**config.mk**
```make
export PLATFORM = sky130hd
export DESIGN_NAME = split_mem_seq
export DESIGN_NICKNAME = d
export VERILOG_FILES = /design/src/rtl/mseq_pkg.sv /design/src/rtl/mseq_region.sv /design/src/rtl/mseq_fsm.sv /design/src/rtl/mseq_datapath.sv /design/src/rtl/split_mem_seq.sv
export SDC_FILE = /design/constraint.sdc
export NUM_CORES = 1
export LEC_CHECK = 0
export BUFFER_PORTS_ARGS = -buffer_cell sky130_fd_sc_hd__buf_2
export CORE_UTILIZATION = 30
export DETAILED_ROUTE_END_ITERATION = 16
export GPL_ROUTABILITY_DRIVEN = 0
export PLACE_DENSITY = 0.58
export SLEW_MARGIN = 0
export SYNTH_ARGS = -nofsm -noshare
export SYNTH_HDL_FRONTEND = slang
export SYNTH_SLANG_ARGS = --single-unit
```
**constraint.sdc**
```tcl
create_clock -name clk -period 2.4 [get_ports clk]
set_input_delay 0.24 -clock clk [delete_from_list [all_inputs] [get_ports clk]]
set_output_delay 0.24 -clock clk [all_outputs]
set_load 0.01 [all_outputs]
```
**src/rtl/mseq_pkg.sv**
```systemverilog
package mseq_pkg;

    typedef enum logic [2:0] {
        ST_IDLE,
        ST_RD_REQ,
        ST_RD_WAIT,
        ST_WR_REQ,
        ST_WR_WAIT
    } seq_state_t;

endpackage

```
**src/rtl/mseq_region.sv**
```systemverilog
module mseq_region #(
    parameter int ADDR_W     = 25,
    parameter int SDRAM_BASE = 40960
) (
    input  logic [ADDR_W-1:0] byte_addr,
    output logic [ADDR_W-2:0] word_addr,
    output logic              is_ext
);
    localparam logic [ADDR_W-1:0] BASE_V = ADDR_W'(SDRAM_BASE);

    always_comb begin
        word_addr = byte_addr[ADDR_W-1:1];
        is_ext    = (byte_addr >= BASE_V);
    end
endmodule

```
**src/rtl/mseq_fsm.sv**
```systemverilog
module mseq_fsm
    import mseq_pkg::*;
(
    input  logic       clk,
    input  logic       rst_n,
    input  logic       start_rd,
    input  logic       start_wr,
    input  logic       ext_q,
    input  logic       ext_busy,
    input  logic       ext_ready,
    output seq_state_t state,
    output logic       accept,
    output logic       finish,
    output logic       finish_rd
);
    seq_state_t state_n;

    always_ff @(posedge clk or negedge rst_n) begin
        if (!rst_n) state <= ST_IDLE;
        else        state <= state_n;
    end

    always_comb begin
        state_n = state;
        unique case (state)
            ST_IDLE: begin
                if (start_rd)      state_n = ST_RD_REQ;
                else if (start_wr) state_n = ST_WR_REQ;
            end
            ST_RD_REQ:  if (!ext_q || ext_busy)   state_n = ST_RD_WAIT;
            ST_RD_WAIT: if (!ext_q || ext_ready)  state_n = ST_IDLE;
            ST_WR_REQ:  if (!ext_q || ext_busy)   state_n = ST_WR_WAIT;
            ST_WR_WAIT: if (!ext_q || !ext_busy)  state_n = ST_IDLE;
            default:    state_n = ST_IDLE;
        endcase
    end

    always_comb begin
        accept    = (state == ST_IDLE) && (start_rd || start_wr);
        finish    = (state == ST_RD_WAIT || state == ST_WR_WAIT) && (state_n == ST_IDLE);
        finish_rd = finish && (state == ST_RD_WAIT);
    end
endmodule

```
**src/rtl/mseq_datapath.sv**
```systemverilog
module mseq_datapath #(
    parameter int ADDR_W = 25,
    parameter int DATA_W = 16,
    parameter int RET_W  = 4
) (
    input  logic              clk,
    input  logic              rst_n,
    input  logic              accept,
    input  logic              finish,
    input  logic              finish_rd,
    input  logic [ADDR_W-2:0] word_in,
    input  logic              ext_in,
    input  logic [DATA_W-1:0] wdata_in,
    input  logic [RET_W-1:0]  ret_in,
    input  logic [DATA_W-1:0] sram_rdata,
    input  logic [DATA_W-1:0] sdram_rdata,
    output logic [ADDR_W-2:0] addr_q,
    output logic [DATA_W-1:0] wdata_q,
    output logic              ext_q,
    output logic [DATA_W-1:0] rdata_q,
    output logic [RET_W-1:0]  resume_q,
    output logic              done_q
);
    logic [RET_W-1:0] ret_q;

    always_ff @(posedge clk or negedge rst_n) begin
        if (!rst_n) begin
            addr_q  <= '0;
            wdata_q <= '0;
            ext_q   <= 1'b0;
            ret_q   <= '0;
        end else if (accept) begin
            addr_q  <= word_in;
            wdata_q <= wdata_in;
            ext_q   <= ext_in;
            ret_q   <= ret_in;
        end
    end

    always_ff @(posedge clk or negedge rst_n) begin
        if (!rst_n) begin
            rdata_q  <= '0;
            resume_q <= '0;
            done_q   <= 1'b0;
        end else begin
            done_q <= finish;
            if (finish) resume_q <= ret_q;
            if (finish_rd) rdata_q <= ext_q ? sdram_rdata : sram_rdata;
        end
    end
endmodule

```
**src/rtl/split_mem_seq.sv**
```systemverilog
module split_mem_seq
    import mseq_pkg::*;
#(
    parameter int ADDR_W     = 25,
    parameter int DATA_W     = 16,
    parameter int RET_W      = 4,
    parameter int SDRAM_BASE = 40960
) (
    input  logic              clk,
    input  logic              rst_n,
    input  logic              req_rd,
    input  logic              req_wr,
    input  logic [ADDR_W-1:0] req_addr,
    input  logic [DATA_W-1:0] req_wdata,
    input  logic [RET_W-1:0]  req_ret,
    output logic              idle,
    output logic              done,
    output logic [DATA_W-1:0] rsp_rdata,
    output logic [RET_W-1:0]  rsp_ret,
    output logic [ADDR_W-2:0] sram_addr,
    output logic [DATA_W-1:0] sram_wdata,
    output logic              sram_rd,
    output logic              sram_wr,
    input  logic [DATA_W-1:0] sram_rdata,
    output logic [ADDR_W-2:0] sdram_addr,
    output logic [DATA_W-1:0] sdram_wdata,
    output logic              sdram_rd_en,
    output logic              sdram_wr_en,
    input  logic              sdram_busy,
    input  logic              sdram_rd_ready,
    input  logic [DATA_W-1:0] sdram_rdata,
    output logic              sdram_waiting
);
    seq_state_t        state;
    logic              accept, finish, finish_rd;
    logic [ADDR_W-2:0] word_in, addr_q;
    logic              ext_in, ext_q;
    logic [DATA_W-1:0] wdata_q;

    mseq_region #(.ADDR_W(ADDR_W), .SDRAM_BASE(SDRAM_BASE)) u_region (
        .byte_addr (req_addr),
        .word_addr (word_in),
        .is_ext    (ext_in)
    );

    mseq_fsm u_fsm (
        .clk       (clk),
        .rst_n     (rst_n),
        .start_rd  (req_rd),
        .start_wr  (req_wr),
        .ext_q     (ext_q),
        .ext_busy  (sdram_busy),
        .ext_ready (sdram_rd_ready),
        .state     (state),
        .accept    (accept),
        .finish    (finish),
        .finish_rd (finish_rd)
    );

    mseq_datapath #(.ADDR_W(ADDR_W), .DATA_W(DATA_W), .RET_W(RET_W)) u_dp (
        .clk         (clk),
        .rst_n       (rst_n),
        .accept      (accept),
        .finish      (finish),
        .finish_rd   (finish_rd),
        .word_in     (word_in),
        .ext_in      (ext_in),
        .wdata_in    (req_wdata),
        .ret_in      (req_ret),
        .sram_rdata  (sram_rdata),
        .sdram_rdata (sdram_rdata),
        .addr_q      (addr_q),
        .wdata_q     (wdata_q),
        .ext_q       (ext_q),
        .rdata_q     (rsp_rdata),
        .resume_q    (rsp_ret),
        .done_q      (done)
    );

    // Output decode: strobes and enables follow the state and the latched region.
    always_comb begin
        sram_addr     = addr_q;
        sdram_addr    = addr_q;
        sram_wdata    = wdata_q;
        sdram_wdata   = wdata_q;
        sram_rd       = 1'b0;
        sram_wr       = 1'b0;
        sdram_rd_en   = 1'b0;
        sdram_wr_en   = 1'b0;
        idle          = 1'b0;
        sdram_waiting = 1'b0;
        unique case (state)
            ST_IDLE:    idle = 1'b1;
            ST_RD_REQ: begin
                sdram_rd_en   = ext_q;
                sram_rd       = !ext_q;
                sdram_waiting = ext_q;
            end
            ST_WR_REQ: begin
                sdram_wr_en   = ext_q;
                sram_wr       = !ext_q;
                sdram_waiting = ext_q;
            end
            ST_RD_WAIT, ST_WR_WAIT: sdram_waiting = ext_q;
            default:    idle = 1'b0;
        endcase
    end
endmodule

```
# Word level (Yosys, flattened, before mapping)
# Index checks and enable logic that the tools add are counted.
# totals
reg_bits	69
in_bits	83
out_inout_bits	107
word_cells	40
# classes
n_lt_le_gt_ge	1
eq_ne	4
muxes	14
reduce_logical	13
# op_table
op	n
$ge 25x16->1 const B	1
$mux 3	6
$mux 16	1
$pmux 3 s5	1
$eq 3x2->1 const B	2
$logic_not 3->1	2
$mux 1	6
$logic_or 1x1->1	5
$reduce_or 4->1	1
$eq 3x1->1 const B	1
$eq 3x3->1 const B	1
$logic_and 1x1->1	3
$logic_not 1->1	2

# Logic depth before layout (Yosys ltp)
# Gate-level depths: netlist of the first run.
# logic_depth
word_depth	7
mapped_depth	7
mapped_depth_nobuf	4

# Cells and area by module
# Synthesis of the first run repeated with hierarchy kept, for this count alone.
# hier_totals
cells_unflattened	275
area_unflattened_um2	3611.0
# by_module_without_submodules
mod	instances	cells_per_inst	area_per_inst_um2	seq_area_each_um2
mseq_datapath	1	173	2790.2	1651.6
split_mem_seq	1	47	367.9	0.0
mseq_fsm	1	26	240.2	75.1
mseq_region	1	29	212.7	0.0

# Worst setup path after synthesis of the first run
# No wires, ideal clock.
# synth_path
kind	register to register
start	register u_fsm.state[1]
end	register u_dp.addr_q[0]
setup_ns	0.125
t_arrival_ns	1.646
required_time_ns	2.275
setup_slack_ns	0.629
stages_incl_launch_ff	7
path_buffers	3
synth_period_minus_slack_ns	1.771
cell_sequence	dfrtp_1 buf_2 or3_1 buf_6 nor2_8 buf_6 mux2_2
# synth_between
elab_chain_len	2
# synth_rtl
element	line	rtl
start: declaration	mseq_fsm.sv:11	output seq_state_t state,
start signal: assignment	mseq_fsm.sv:20	else state <= state_n;
$logic_not 3->1	mseq_fsm.sv:39	accept = (state == ST_IDLE) && (start_rd || start_wr);
$logic_and 1x1->1	mseq_fsm.sv:39	
end signal: assignment	mseq_datapath.sv:33	addr_q <= word_in;
end: declaration	mseq_datapath.sv:17	output logic [ADDR_W-2:0] addr_q,
# No other way between the ends.
# A chain may end at the register's enable or synchronous reset.

# Final worst setup path of the first run
# layout_path
start	register u_fsm.state[1]
end	output port sdram_waiting
# layout_between
elab_chain_len	3
word_cells_on_any_way	6
classes_between	4 x eq/ne; 1 x mux; 1 x reduce/logical
# layout_rtl
element	line	rtl
$eq 3x1->1 (tied with other cells)	split_mem_seq.sv:92	unique case (state)
$reduce_or 4->1 (no line) *	-	
$mux 1 *	split_mem_seq.sv:92	
end: declaration	split_mem_seq.sv:32	output logic sdram_waiting
# Every way passes the cells marked *; elsewhere a longest branch is shown, timed or not.

==> results of run 1 <==
## cell families (layout without fill, tap and decap cells)
logic type,count (synthesis),after routing,share of synthesized area
flip-flops,69,69,0.537
buffers and inverters,54,208,0.122
multiplexers,64,64,0.223
AND/OR/NAND/NOR,39,39,0.0639
AO/OA/AOI/OAI,25,25,0.0510
XOR/XNOR,1,1,0.00273
## worst paths after layout
kind | from | cells past startpoint | endpoint | slack (ns)
hold reg to reg | u_dp.rdata_q[4] | 2 | u_dp.rdata_q[4] | 0.48
setup reg to reg | u_fsm.state[1] | 4 | u_dp.ret_q[3] | 0.42
setup / recovery | u_fsm.state[1] | 3 | sdram_waiting | 0.42
min in group clk | req_wdata[1] | 2 | u_dp.wdata_q[1] | 0.13
max in group asynchronous | rst_n | 1 | u_dp.addr_q[5] | 1.81
hold / removal | rst_n | 1 | u_dp.addr_q[2] | 0.02
## cell usage after synthesis
| cell | n | share of area |
|---|---|---|
| dfrtp_1 | 69 | 0.54 |
| mux2_2 | 44 | 0.15 |
| buf_4 | 40 | 0.093 |
| nand2_1 | 19 | 0.022 |
| mux2i_1 | 16 | 0.050 |
| o21ai_0 | 14 | 0.022 |
| buf_6 | 5 | 0.018 |
| clkbuf_1 | 5 | 0.0058 |
| mux2_4 | 4 | 0.019 |
| nor2_1 | 4 | 0.0047 |
| o21ai_1 | 4 | 0.0062 |
| nand2b_1 | 3 | 0.0058 |
| a21o_1 | 2 | 0.0047 |
| and3_1 | 2 | 0.0039 |
| buf_2 | 2 | 0.0031 |
| nand3b_1 | 2 | 0.0047 |
| nor2b_1 | 2 | 0.0039 |
| nor3_1 | 2 | 0.0031 |
| a211oi_4 | 1 | 0.0062 |
| a41oi_1 | 1 | 0.0027 |
| buf_1 | 1 | 0.0012 |
| inv_1 | 1 | 0.0012 |
| nor2_8 | 1 | 0.0062 |
| nor3b_1 | 1 | 0.0023 |
| o22ai_1 | 1 | 0.0019 |
| o31ai_1 | 1 | 0.0023 |
| o32ai_2 | 1 | 0.0051 |
| or3_1 | 1 | 0.0019 |
| or3b_1 | 1 | 0.0027 |
| or4_1 | 1 | 0.0023 |
| xnor2_1 | 1 | 0.0027 |
## state kept, by name, indices dropped and copies added, names as in the netlist
signal	flops
u_dp.resume_q	4
u_dp.wdata_q	16
u_dp.done_q	1
u_dp.ext_q	1
u_dp.addr_q	24
u_dp.ret_q	4
u_fsm.state	3
u_dp.rdata_q	16
## final cells by class
class	count	area, um2
clock buffer	11	151
timing repair buffer	191	978
multi-input combinational	129	1090
inverter	1	3.75
tap	136	170
fill	1062	6210
sequential	69	1730
clock inverter	5	35.0
## power groups by stage
stage	clock (mW)	sequential (mW)	combinational, mW
3_3_place_gp	0	2.13	2.69
2_1_floorplan	0	2.37	1.85
5_1_grt	0.988	2.24	2.90
4_1_cts	0.921	2.15	2.72
6_report	0.882	2.13	2.67
3_5_place_dp	0	2.16	2.72
## worst reg2reg max path: cells and delay by family (launching register included)
kind,cells,cell delay [ns]
AND/OR/NAND/NOR,2,0.71
buffers and inverters,1,0.28
flip-flops,1,0.50
multiplexers,1,0.37
## layer usage
metal | up-vias | GRT usage | share of wire
li1 | 1121 | - | -
met1 | 1111 | 0.161 | 0.44
met2 | 101 | 0.207 | 0.48
met3 | 7 | 0.0489 | 0.072
met4 | 0 | 0.0357 | 0.0096
met5 | - | 0 | 0
## metrics by stage
step / total power [mW] / worst slack, ns / utilization / hold slack, ns / area (um2)
floorplan: 4.22 / 0.629 / - / -0.0556 / 3210
global placement: 4.82 / 0.451 / 0.383 / 0.424 / 3970
detailed placement: 4.88 / 0.419 / 0.383 / 0.435 / 3970
CTS: 5.79 / 0.407 / 0.401 / 0.0530 / 4160
global route: 6.13 / 0.278 / 0.401 / 0.0850 / 4160
finish: 5.68 / 0.420 / 0.401 / 0.0190 / 4160
==> results.py, run 1 <==
metrics = {
    "timing": {
        "worstMarginPinSlew_ns": 0.911,
        "post-route-period-util": 0.825,
        "setup_viol": 0,
        "maxSlewHeadroom": 0.393,
        "period_minus_slack_ns": 1.98,
        "finalSetupTns_ns": 0,
        "timing.fmax_mhz": 505,
        "drv_slew": 0,
        "finalHoldViolCount": 0,
        "fin_skew_ns": 0.0111,
        "rsz0062_at_grt": "false",
    },
    "logic_synthesis": {
        "synth_warnings": 0,
        "synth_fp_nets": 335,
        "synth.distinct_cells": 31,
        "seq_area_frac_synth": 0.537,
        "syn_avg_cell_area_um2": 12.8,
        "ys_seq_elements": 69,
        "syn-cell-area_um2": 3210,
        "syn-instance-count": 252,
    },
    "setup_path": {
        "worstPathCellList": "or3_1 > and3_1 > buf_2",
        "start_kind": "flip-flop",
        "worst_ep_arrival_time_ns": 1.74,
        "path_max_fanout": 10,
        "slowest_stage": "or3_1",
        "cp_top_family": "simple AND/OR/NAND/NOR gates",
        "path_class": "flip-flop to primary output",
        "crit_path_end_kind": "primary output",
        "max_stage_delay_ns": 0.54,
        "worstPathRequired_ns": 2.16,
        "path_buf_inv": 1,
    },
    "placed_design": {
        "dp_cells": 526,
        "place.port_buffers": 188,
        "dp_hpwl_um": 5020,
    },
    "status": {
        "status": "complete, no violations",
    },
    "power": {
        "internal-power_mw": 3.55,
        "irDropWorstVdd_mv": 0.453,
        "power_density_nw_per_um2": 1370,
        "sw_frac_of_total": 0.375,
        "p_comb_frac": 0.469,
        "p_clk_frac": 0.155,
        "switchingPower_mw": 2.13,
        "power.leakage_nw": 2.20,
        "pwr-share-seq": 0.375,
    },
    "drt": {
        "wl_per_cell_um": 12.5,
        "dr.pass1.iters": 4,
        "via_per_inst": 4.32,
        "drc_errors": 0,
        "drt_iter0_markers": 65,
        "routed_wl_um": 6800,
        "postRouteAntennaNets": 0,
        "via_count": 2340,
    },
    "clock_tree": {
        "clockRootBuffer": "clkbuf_8",
        "clk_pin_slew_worst_paths_ns": 0.08,
        "cts.repair.resized": 0,
        "ctsHoldBuffers": 0,
        "cts_sinks": 69,
        "htree_levels": 3,
        "cts_max_path_buffers": 2,
        "post-cts-setup-buffers": 0,
        "cts_tree": "done",
        "clk_latency_ns": 0.34,
        "cts_buffers": 9,
    },
    "grt": {
        "grt_pass1_wl_um": 11200,
        "overflow": 0,
        "grt_use_total": 0.129,
        "grt_start_max_net_pins": 70,
        "grt_pass1_vias": 2256,
        "antenna_found_initial": 0,
    },
    "floorplanning": {
        "core_area_um2": 10400,
        "dieHeight_um": 105,
        "die_area_um2": 11100,
        "ios": 190,
        "dieWidth_um": 105,
        "initial_core_util": 0.310,
        "rows": 37,
    },
    "final_layout": {
        "antenna_cells": 0,
        "drive_above_1_share": 0.635,
        "syn_to_final_growth_pct": 29.4,
        "stdcell_count": 542,
        "final_common_cell": "buf_2",
        "final_nets": 484,
        "layout_common_cells": "buf_2 (187), dfrtp_1 (69), mux2_2 (44)",
    },
    "min_path": {
        "min_path_type": "input port to async pin",
    },
    "flow_run": {
        "max_cap_viol_count": 0,
    },
}
No activity file was read; power rests on OpenSTA's default activity.
==> run 2, diff against run 1 <==
==> constraint.sdc (replaced) <==
create_clock -name clk -period 2 [get_ports clk]
set_input_delay 0.2 -clock clk [delete_from_list [all_inputs] [get_ports clk]]
set_output_delay 0.2 -clock clk [all_outputs]
set_load 0.01 [all_outputs]
==> run 2 against run 1 <==
  * Non-clock buffer count up 5
  * Sequential power increased by 18%
  * First-iteration DRC count is 31% lower
  * Register-to-register slack worse by 0.26 ns
  * Worst hold slack better by 0.067 ns
  * Setup slack worse by 0.26 ns
  * Die area stayed put
  * Critical path depth increased by 1
  * Global-route usage decreased by 0.17 points
  * Routed wire length grew 2.6%
==> results.py, run 2 (synthesis gave the netlist of run 1 again) <==
metrics = {
    "status": {
        "status": "complete, no violations",
    },
    "final_layout": {
        "final_core_util": 0.413,
        "regMostFlops": "u_dp.addr_q",
        "syn_to_final_growth_pct": 33.5,
        "multi_input_area_um2": 1090,
        "drive_above_1_share": 0.637,
        "top_regs": "u_dp.addr_q: 24 flops, u_dp.rdata_q: 16 flops, u_dp.wdata_q: 16 flops",
        "final_nets": 489,
        "fillers": 1022,
        "largest_reg_flops": 24,
        "final_common_cell": "buf_2",
        "seq_area_um2": 1730,
        "layout_common_cells": "buf_2 (187), dfrtp_1 (69), mux2_2 (44)",
    },
    "setup_path": {
        "slowest_stage": "or3_1",
        "max_stage_delay_ns": 0.47,
        "worstPathCellList": "or3_1 > nor2_8 > buf_12 > mux2_2",
        "worstPathRequired_ns": 2.22,
        "crit_path_end_kind": "flip-flop",
        "path_class": "flip-flop to flip-flop",
        "reg2reg_setup_slack_ns": 0.16,
        "start_kind": "flip-flop",
        "path_max_fanout": 25,
        "worst_ep_arrival_time_ns": 2.07,
    },
    "timing": {
        "worstMarginPinSlew_ns": 0.393,
        "drv_slew": 0,
        "post-route-period-util": 0.922,
        "rsz0062_at_grt": "false",
        "maxSlewHeadroom": 0.737,
        "finalSetupTns_ns": 0,
        "timing.fmax_mhz": 542,
        "setup_viol": 0,
        "period_minus_slack_ns": 1.84,
        "fin_skew_ns": 0.0112,
        "timing.hold.ws_ns": 0.0863,
        "finalHoldViolCount": 0,
    },
    "clock_tree": {
        "cts_buffers": 9,
        "post-cts-setup-buffers": 0,
        "htree_levels": 3,
        "cts_max_path_buffers": 2,
        "clk_latency_ns": 0.34,
        "clk_pin_slew_worst_paths_ns": 0.08,
        "cts_sinks": 69,
        "cts_tree": "done",
        "clockRootBuffer": "clkbuf_8",
    },
    "floorplanning": {
        "rows": 37,
        "core_area_um2": 10400,
        "dieHeight_um": 105,
        "die_area_um2": 11100,
        "dieWidth_um": 105,
        "initial_core_util": 0.310,
        "ios": 190,
    },
    "placed_design": {
        "place.port_buffers": 188,
        "dp_hpwl_um": 5230,
    },
    "grt": {
        "grt_pass1_wl_um": 11000,
        "grt_use_total": 0.127,
        "grt_start_max_net_pins": 43,
        "antenna_found_initial": 1,
        "grt_pass1_vias": 2239,
        "overflow": 0,
    },
    "power": {
        "power_density_nw_per_um2": 1690,
        "power.leakage_nw": 2.27,
        "irDropWorstVdd_mv": 0.633,
    },
    "drt": {
        "drt_iter0_markers": 45,
        "via_per_inst": 4.30,
        "routed_wl_um": 6980,
        "dr.pass1.iters": 4,
        "wl_per_cell_um": 12.7,
        "postRouteAntennaNets": 0,
        "via_count": 2355,
        "drc_errors": 0,
    },
    "min_path": {
        "min_path_type": "input port to flip-flop",
    },
    "flow_run": {
        "max_cap_viol_count": 0,
    },
}
[run 2: timing repair]
action                    4_1_cts  5_1_grt
hold endpoints to repair       27        0
gates resized for setup         0        0
hold buffers                    1        0
[run 2: final cells by class]
| type | count | area share |
|---|---|---|
| multi-input combinational | 129 | 0.255 |
| clock buffer | 10 | 0.0321 |
| sequential | 69 | 0.403 |
| inverter | 1 | 0.000875 |
| timing repair buffer | 196 | 0.243 |
| antenna | 1 | 0.000584 |
| tap | 136 | 0.0397 |
| clock inverter | 6 | 0.0257 |
[run 2: report_power, final]
part	switching, mW	internal (mW)
registers	0.416	2.10
clock network	0.543	0.860
logic	1.61	1.70
total	2.57	4.66
[run 2: worst paths after layout]
path                            startpoint               end  cells past startpoint
hold / removal                req_wdata[7]   u_dp.wdata_q[7]                      2
setup / recovery            u_fsm.state[2]    u_dp.addr_q[7]                      4
max in group asynchronous            rst_n   u_dp.addr_q[16]                      3
hold reg to reg            u_dp.rdata_q[4]   u_dp.rdata_q[4]                      2
min in group asynchronous            rst_n  u_dp.wdata_q[15]                      2
setup reg to reg            u_fsm.state[2]    u_dp.addr_q[7]                      4
[run 2: through the flow]
step	cells	instance area (um2)	total power, mW	setup WS (ns)
3_3_place_gp	530	4030	5.86	0.187
3_5_place_dp	530	4030	5.93	0.150
4_1_cts	547	4290	7.37	0.147
6_report	548	4290	7.24	0.155
5_1_grt	547	4290	7.76	0.0895
2_1_floorplan	252	3210	5.06	0.229
[run 2: worst max-delay path, delay by kind of cell, from the launching register on]
| family | cells | cell delay (ns) |
|---|---|---|
| and+or+nand+nor | 2 | 0.72 |
| DFF | 1 | 0.43 |
| muxes | 1 | 0.36 |
| buffers and inverters | 1 | 0.21 |
[run 2: per-layer routing]
layer | routed length, um | global-route usage | vias to the layer above
li1 | - | - | 1136
met1 | 3050 | 0.156 | 1104
met2 | 3330 | 0.212 | 105
met3 | 487 | 0.0309 | 10
met4 | 114 | 0.0536 | 0
met5 | 0 | 0 | -
